<file path="config.mk">
export PLATFORM = sky130hd
export DESIGN_NAME = rru_top
export DESIGN_NICKNAME = d
export VERILOG_FILES = /design/src/rtl/rru_pkg.sv /design/src/rtl/rru_store.sv /design/src/rtl/rru_writer.sv /design/src/rtl/rru_reader.sv /design/src/rtl/rru_top.sv
export SDC_FILE = /design/constraint.sdc
export NUM_CORES = 1
export LEC_CHECK = 0
export CORE_AREA = 4 4 198 200
export DETAILED_ROUTE_END_ITERATION = 8
export DIE_AREA = 0 0 202 204
export PLACE_DENSITY = 0.68
export SYNTH_ARGS = -nofsm -noshare
export SYNTH_HDL_FRONTEND = slang
export SYNTH_HIERARCHICAL = 1
export SYNTH_SLANG_ARGS = --single-unit
</file>
<file path="constraint.sdc">
create_clock -name clk -period 9.01 [get_ports clk]
set_input_delay 2.703 -clock clk [delete_from_list [all_inputs] [get_ports clk]]
set_output_delay 2.703 -clock clk [all_outputs]
set_load 0.005 [all_outputs]
</file>
<file path="src/rtl/rru_pkg.sv">
package rru_pkg;
    localparam int DEF_KEY_BITS  = 3;
    localparam int DEF_REC_WORDS = 4;

    function automatic int half_up(input int n);
        return (n + 1) / 2;
    endfunction
endpackage

</file>
<file path="src/rtl/rru_store.sv">
module rru_store #(
    parameter int SLOTS = 8,
    parameter int PAY   = 3
) (
    input  logic                     clk,
    input  logic                     rst_n,
    input  logic                     wr_en,
    input  logic [$clog2(SLOTS)-1:0] wr_slot,
    input  logic [$clog2(PAY+1)-1:0] wr_idx,
    input  logic [15:0]              wr_data,
    input  logic                     set_en,
    input  logic [$clog2(SLOTS)-1:0] set_slot,
    input  logic                     clr_en,
    input  logic [$clog2(SLOTS)-1:0] clr_slot,
    input  logic [$clog2(SLOTS)-1:0] rd_slot,
    output logic [PAY-1:0][15:0]     rd_words,
    output logic [SLOTS-1:0]         filled
);
    typedef struct packed {
        logic [SLOTS-1:0][PAY-1:0][15:0] mem;
        logic [SLOTS-1:0]                flag;
    } st_t;

    st_t st_d, st_q;

    always_comb begin
        st_d = st_q;
        if (wr_en)  st_d.mem[wr_slot][wr_idx] = wr_data;
        if (set_en) st_d.flag[set_slot] = 1'b1;
        if (clr_en) st_d.flag[clr_slot] = 1'b0;
    end

    always_ff @(posedge clk) begin
        if (!rst_n) begin
            st_q.flag <= '0;
            st_q.mem  <= '0;
        end else begin
            st_q <= st_d;
        end
    end

    assign rd_words = st_q.mem[rd_slot];
    assign filled   = st_q.flag;


    free_slot_fill_chk: assert property (@(posedge clk) disable iff (!rst_n)
        set_en |-> !st_q.flag[set_slot]);


    clear_held_chk: assert property (@(posedge clk) disable iff (!rst_n)
        clr_en |-> st_q.flag[clr_slot]);
endmodule

</file>
<file path="src/rtl/rru_writer.sv">
module rru_writer #(
    parameter int SLOTS     = 8,
    parameter int REC_WORDS = 4
) (
    input  logic                     clk,
    input  logic                     rst_n,
    input  logic                     in_valid,
    output logic                     in_ready,
    input  logic [15:0]              in_data,
    input  logic [SLOTS-1:0]         filled,
    output logic                     wr_en,
    output logic [$clog2(SLOTS)-1:0] wr_slot,
    output logic [$clog2(REC_WORDS)-1:0] wr_idx,
    output logic                     set_en
);
    localparam int SW = $clog2(SLOTS);
    localparam int CW = $clog2(REC_WORDS);
    localparam logic [CW-1:0] LAST_CNT = CW'(REC_WORDS - 1);

    typedef struct packed {
        logic [CW-1:0] cnt;
        logic [SW-1:0] slot;
    } st_t;

    st_t st_d, st_q;
    logic at_key, take;

    always_comb begin
        st_d   = st_q;
        at_key = (st_q.cnt == '0);
        in_ready = at_key ? !filled[in_data[SW-1:0]] : 1'b1;
        take   = in_valid && in_ready;
        if (take) begin
            if (at_key) st_d.slot = in_data[SW-1:0];
            st_d.cnt = (st_q.cnt == LAST_CNT) ? '0 : st_q.cnt + 1'b1;
        end
        wr_en   = take && !at_key;
        wr_slot = st_q.slot;
        wr_idx  = st_q.cnt - 1'b1;
        set_en  = take && (st_q.cnt == LAST_CNT);
    end

    always_ff @(posedge clk) begin
        if (!rst_n) st_q <= '0;
        else        st_q <= st_d;
    end


    stall_hold_chk: assert property (@(posedge clk) disable iff (!rst_n)
        (in_valid && !in_ready) |=> (st_q.cnt == '0));
endmodule

</file>
<file path="src/rtl/rru_reader.sv">
module rru_reader #(
    parameter int SLOTS = 8,
    parameter int PAY   = 3
) (
    input  logic                     clk,
    input  logic                     rst_n,
    input  logic [SLOTS-1:0]         filled,
    input  logic [PAY-1:0][15:0]     rd_words,
    output logic [$clog2(SLOTS)-1:0] rd_slot,
    output logic                     clr_en,
    output logic [$clog2(SLOTS)-1:0] clr_slot,
    output logic                     out_valid,
    input  logic                     out_ready,
    output logic [31:0]              out_data,
    output logic                     out_last
);
    localparam int SW    = $clog2(SLOTS);
    localparam int BEATS = rru_pkg::half_up(PAY);
    localparam int BW    = (BEATS > 1) ? $clog2(BEATS) : 1;
    localparam logic [BW-1:0] LAST_BEAT = BW'(BEATS - 1);

    typedef struct packed {
        logic [SW-1:0] ptr;
        logic [BW-1:0] beat;
    } st_t;

    st_t st_d, st_q;
    logic fire;

    always_comb begin
        st_d      = st_q;
        rd_slot   = st_q.ptr;
        out_valid = filled[st_q.ptr];
        out_last  = (st_q.beat == LAST_BEAT);
        out_data  = '0;
        for (int i = 0; i < PAY; i++) begin
            if (i == 2 * int'(st_q.beat))     out_data[31:16] = rd_words[i];
            if (i == 2 * int'(st_q.beat) + 1) out_data[15:0]  = rd_words[i];
        end
        fire     = out_valid && out_ready;
        clr_en   = fire && out_last;
        clr_slot = st_q.ptr;
        if (fire) begin
            if (out_last) begin
                st_d.beat = '0;
                st_d.ptr  = st_q.ptr + 1'b1;
            end else begin
                st_d.beat = st_q.beat + 1'b1;
            end
        end
    end

    always_ff @(posedge clk) begin
        if (!rst_n) st_q <= '0;
        else        st_q <= st_d;
    end


    hold_out_chk: assert property (@(posedge clk) disable iff (!rst_n)
        (out_valid && !out_ready) |=> (out_valid && $stable(out_data) && $stable(out_last)));


    ptr_step_chk: assert property (@(posedge clk) disable iff (!rst_n)
        (out_valid && out_ready && out_last) |=> (st_q.ptr == SW'($past(st_q.ptr) + 1'b1)));

    generate
        if (PAY % 2 == 1) begin : g_pad

            pad_zero_chk: assert property (@(posedge clk) disable iff (!rst_n)
                (out_valid && out_last) |-> (out_data[15:0] == 16'h0));
        end
    endgenerate
endmodule

</file>
<file path="src/rtl/rru_top.sv">
module rru_top #(
    parameter int KEY_BITS  = rru_pkg::DEF_KEY_BITS,
    parameter int REC_WORDS = rru_pkg::DEF_REC_WORDS
) (
    input  logic        clk,
    input  logic        rst_n,
    input  logic        in_valid,
    output logic        in_ready,
    input  logic [15:0] in_data,
    output logic        out_valid,
    input  logic        out_ready,
    output logic [31:0] out_data,
    output logic        out_last
);
    localparam int SLOTS = 1 << KEY_BITS;
    localparam int PAY   = REC_WORDS - 1;

    logic [SLOTS-1:0]          filled;
    logic [PAY-1:0][15:0]      rd_words;
    logic                      wr_en, set_en, clr_en;
    logic [KEY_BITS-1:0]       wr_slot, rd_slot, clr_slot;
    logic [$clog2(REC_WORDS)-1:0] wr_idx;

    rru_writer #(.SLOTS(SLOTS), .REC_WORDS(REC_WORDS)) u_wr (
        .clk(clk), .rst_n(rst_n), .in_valid(in_valid), .in_ready(in_ready),
        .in_data(in_data), .filled(filled), .wr_en(wr_en), .wr_slot(wr_slot),
        .wr_idx(wr_idx), .set_en(set_en)
    );

    rru_store #(.SLOTS(SLOTS), .PAY(PAY)) u_st (
        .clk(clk), .rst_n(rst_n), .wr_en(wr_en), .wr_slot(wr_slot),
        .wr_idx(wr_idx), .wr_data(in_data), .set_en(set_en), .set_slot(wr_slot),
        .clr_en(clr_en), .clr_slot(clr_slot), .rd_slot(rd_slot),
        .rd_words(rd_words), .filled(filled)
    );

    rru_reader #(.SLOTS(SLOTS), .PAY(PAY)) u_rd (
        .clk(clk), .rst_n(rst_n), .filled(filled), .rd_words(rd_words),
        .rd_slot(rd_slot), .clr_en(clr_en), .clr_slot(clr_slot),
        .out_valid(out_valid), .out_ready(out_ready), .out_data(out_data),
        .out_last(out_last)
    );
endmodule

</file>
==> results.toml <==
[flow_run]
cap_violations = 0

[floorplan]
std_cell_rows = 71
initial_core_util = 0.4870
fp.dieH_um = 204
ioPinCount = 55
coreArea_sq_mm = 0.03740
die-area_sq_mm = 0.04121
fp.dieW_um = 202

[pwr]
p_sw_uw = 882.1
switching_share = 0.2319
p_leak_uw = 0.008025
ir_worst_vdd_mv = 0.1356
power_density_mw_per_mm2 = 189.0
pwr-share-comb = 0.067
internal-power_uw = 2922
seq_power_share = 0.476
power_frac_clock = 0.457

[sta]
relSlewSlack = 0.3519
hold_viol_final = 0
setup_viol = 0
grt_setup_unrepaired = "no"
setup_ws_ps = 1418
tns_ps = 0
skew_ps = 10.36
slew_viol_final = 0
period_share = 0.8426
tightest_slew_ps = 969.8
max_freq_mhz = 131.7
period_minus_slack_ps = 7592

[finish]
nets = 1636
layout_commonest_cell = "nand2_1"
n_antenna_cell = 0
final_cells = 2154
final_cell_mix = "416 x nand2_1, 397 x dfxtp_1, 391 x mux2i_1, 97 x mux4_2, 67 x mux2_2"
syn_to_final_growth_pct = 10.48
drive_gt1_frac = 0.1729

[synth]
async_flop_share = 0
yosysUniqueCellTypes = 50
synthCells = 1657
synth_edf_count = 0
syn_area_sq_mm = 0.01821
synth_seq_cells = 401
syn_avg_cell_area_sq_um = 10.99
synthesis.nets = 1680
synth_seq_area_share = 0.4407
ys_warn_count = 6
synth_flop_cell = "dfxtp_1"

[worst_setup_path]
crit_path_frequent_cell = "clkdlybuf4s50_1"
crit_chain = "clkdlybuf4s50_1, mux4_2, or2_4, and2_4, nand2_1, clkdlybuf4s50_1"
worst_setup_path_start_kind = "input pin"
critPathMaxStageDelay_ps = 630
r2r_setup_slack_ps = 5900
crit_slowest_cell = "clkdlybuf4s50_1"
cp_max_fo = 6
crit_family = "buffers and inverters"
cp_data_required_time_ps = 6310
timing.rr.end = "u_st/st_q[294]"
r2r-start = "u_wr/st_q[3]"
timing.critical_path.depth = 6
worstPathArrival_ps = 4890
endpoint = "in_ready"
rr_worst_depth = 6
end_kind = "primary output"
path_class = "input pin to primary output"
crit_path_start = "in_data[0]"
worstPathBufferInverterCount = 2

[clocking]
htree_levels = 2
cts_tree = "yes"
clock_sinks = 401
clk_pin_slew_ps = 60
cts-root-buf = "clkbuf_16"
cts_resized = 0
numCtsBuffers = 42
ctsHoldBuffers = 0
post_cts_buffers = 0
clockBufferDepth = 3
clk_latency_ps = 520

[detailed_routing]
first_iter_violations = 771
drt-total-wl_um = 42900
viasPerCell = 5.528
drc = 0
dr.pass1.iters = 5
antenna_left = 0
vias = 11907
avgRoutedWirePerCell_um = 19.92

[outcome]
status = "completed"

[grt]
grt_overflow = 0
grt_max_degree = 145
grt_usage = 0.2075
grt_pass1_vias = 12368
antenna_found_initial = 0
grt_pass1_wl_um = 69080

[placed_design]
io_buffers = 54
place_congestion = 0.7447
place_worst_setup_slack_ps = 1398
place_inst = 2080
place_hpwl_um = 24930

[hold_path]
min-delay-path-class = "register to register"
holdPathStages = 2
cell usage after synthesis (8+ instances only):
library cell	count	area, sq um
buf_2	30	150.1
nand2b_1	8	50.05
buf_4	26	195.2
mux2i_1	391	3914
nand2_2	12	75.07
dfxtp_1	401	8028
nand2_1	416	1562
mux2_2	67	754.5
nor2_4	8	90.09
nor2b_1	20	125.1
mux4_2	97	2185
clkbuf_1	89	334.1
nor2_1	12	45.04
layer usage:
metal,track usage,wire [um]
met1,0.2781,19410
met2,0.3603,21210
met3,0.02888,1524
met4,0.04565,761
met5,0,0
kinds of logic (layout without fill, tap and decap cells):
family | Yosys count | in the layout | share of synthesized area
buffers and inverters | 162 | 148 | 0.04534
and+or+nand+nor | 506 | 506 | 0.1218
AOI/OAI and AO/OA | 29 | 29 | 0.01243
muxes | 556 | 556 | 0.3777
adders and majority gates | 3 | 3 | 0.002061
DFF | 401 | 401 | 0.4407
per-stage QoR:
stage	hold slack [ps]	area (sq um)	utilization	power, uW
2_1_floorplan	431.5	18220	-	2045
3_3_place_gp	438.5	18730	0.5009	2099
3_5_place_dp	444.4	18730	0.5009	2105
4_1_cts	456.6	20120	0.5381	3839
5_1_grt	465.0	20120	0.5381	3935
6_report	453.4	20120	0.5381	3804
worst min path at each step:
stage                              start             end  slack (ps)
after floorplan           u_st/st_q[296]  u_st/st_q[296]         430
after global placement    u_st/st_q[381]  u_st/st_q[381]         440
after detailed placement  u_st/st_q[349]  u_st/st_q[349]         440
after CTS                 u_st/st_q[308]  u_st/st_q[308]         460
after global routing      u_st/st_q[254]  u_st/st_q[254]         460
final                     u_st/st_q[308]  u_st/st_q[308]         450
flip-flops by register name, summed over array words and instances, names as in the netlist:
| signal | flops |
|---|---|
| u_wr/wr_slot | 3 |
| u_st/filled | 8 |
| u_wr/st_q | 2 |
| u_st/st_q | 384 |
| u_rd/out_last | 1 |
| u_rd/clr_slot | 3 |
power by group through the flow:
stage	clock network [uW]	registers, uW	logic, uW
after global placement	0	1850	250
after CTS	1770	1810	256
after floorplan	0	1840	205
after global routing	1850	1810	277
final	1740	1810	255
after detailed placement	0	1850	255
layout make-up:
class	instances	area [sq um]
clock buffer	59	1236
clock inverter	15	153.9
inverter	7	26.28
fill	3216	17280
timing repair buffer	67	668.1
sequential	401	8038
tap	511	639.4
multi-input combinational	1094	9361
worst register-to-register path, stage by stage, from the launching register on:
cell and delay [ps]:
dfxtp_1 370, inv_1 270, ha_1 410, nor2_1 430, nand4b_1 410, nor2_4 840, mux2i_1 290
Power figures use the tool's default switching activity.
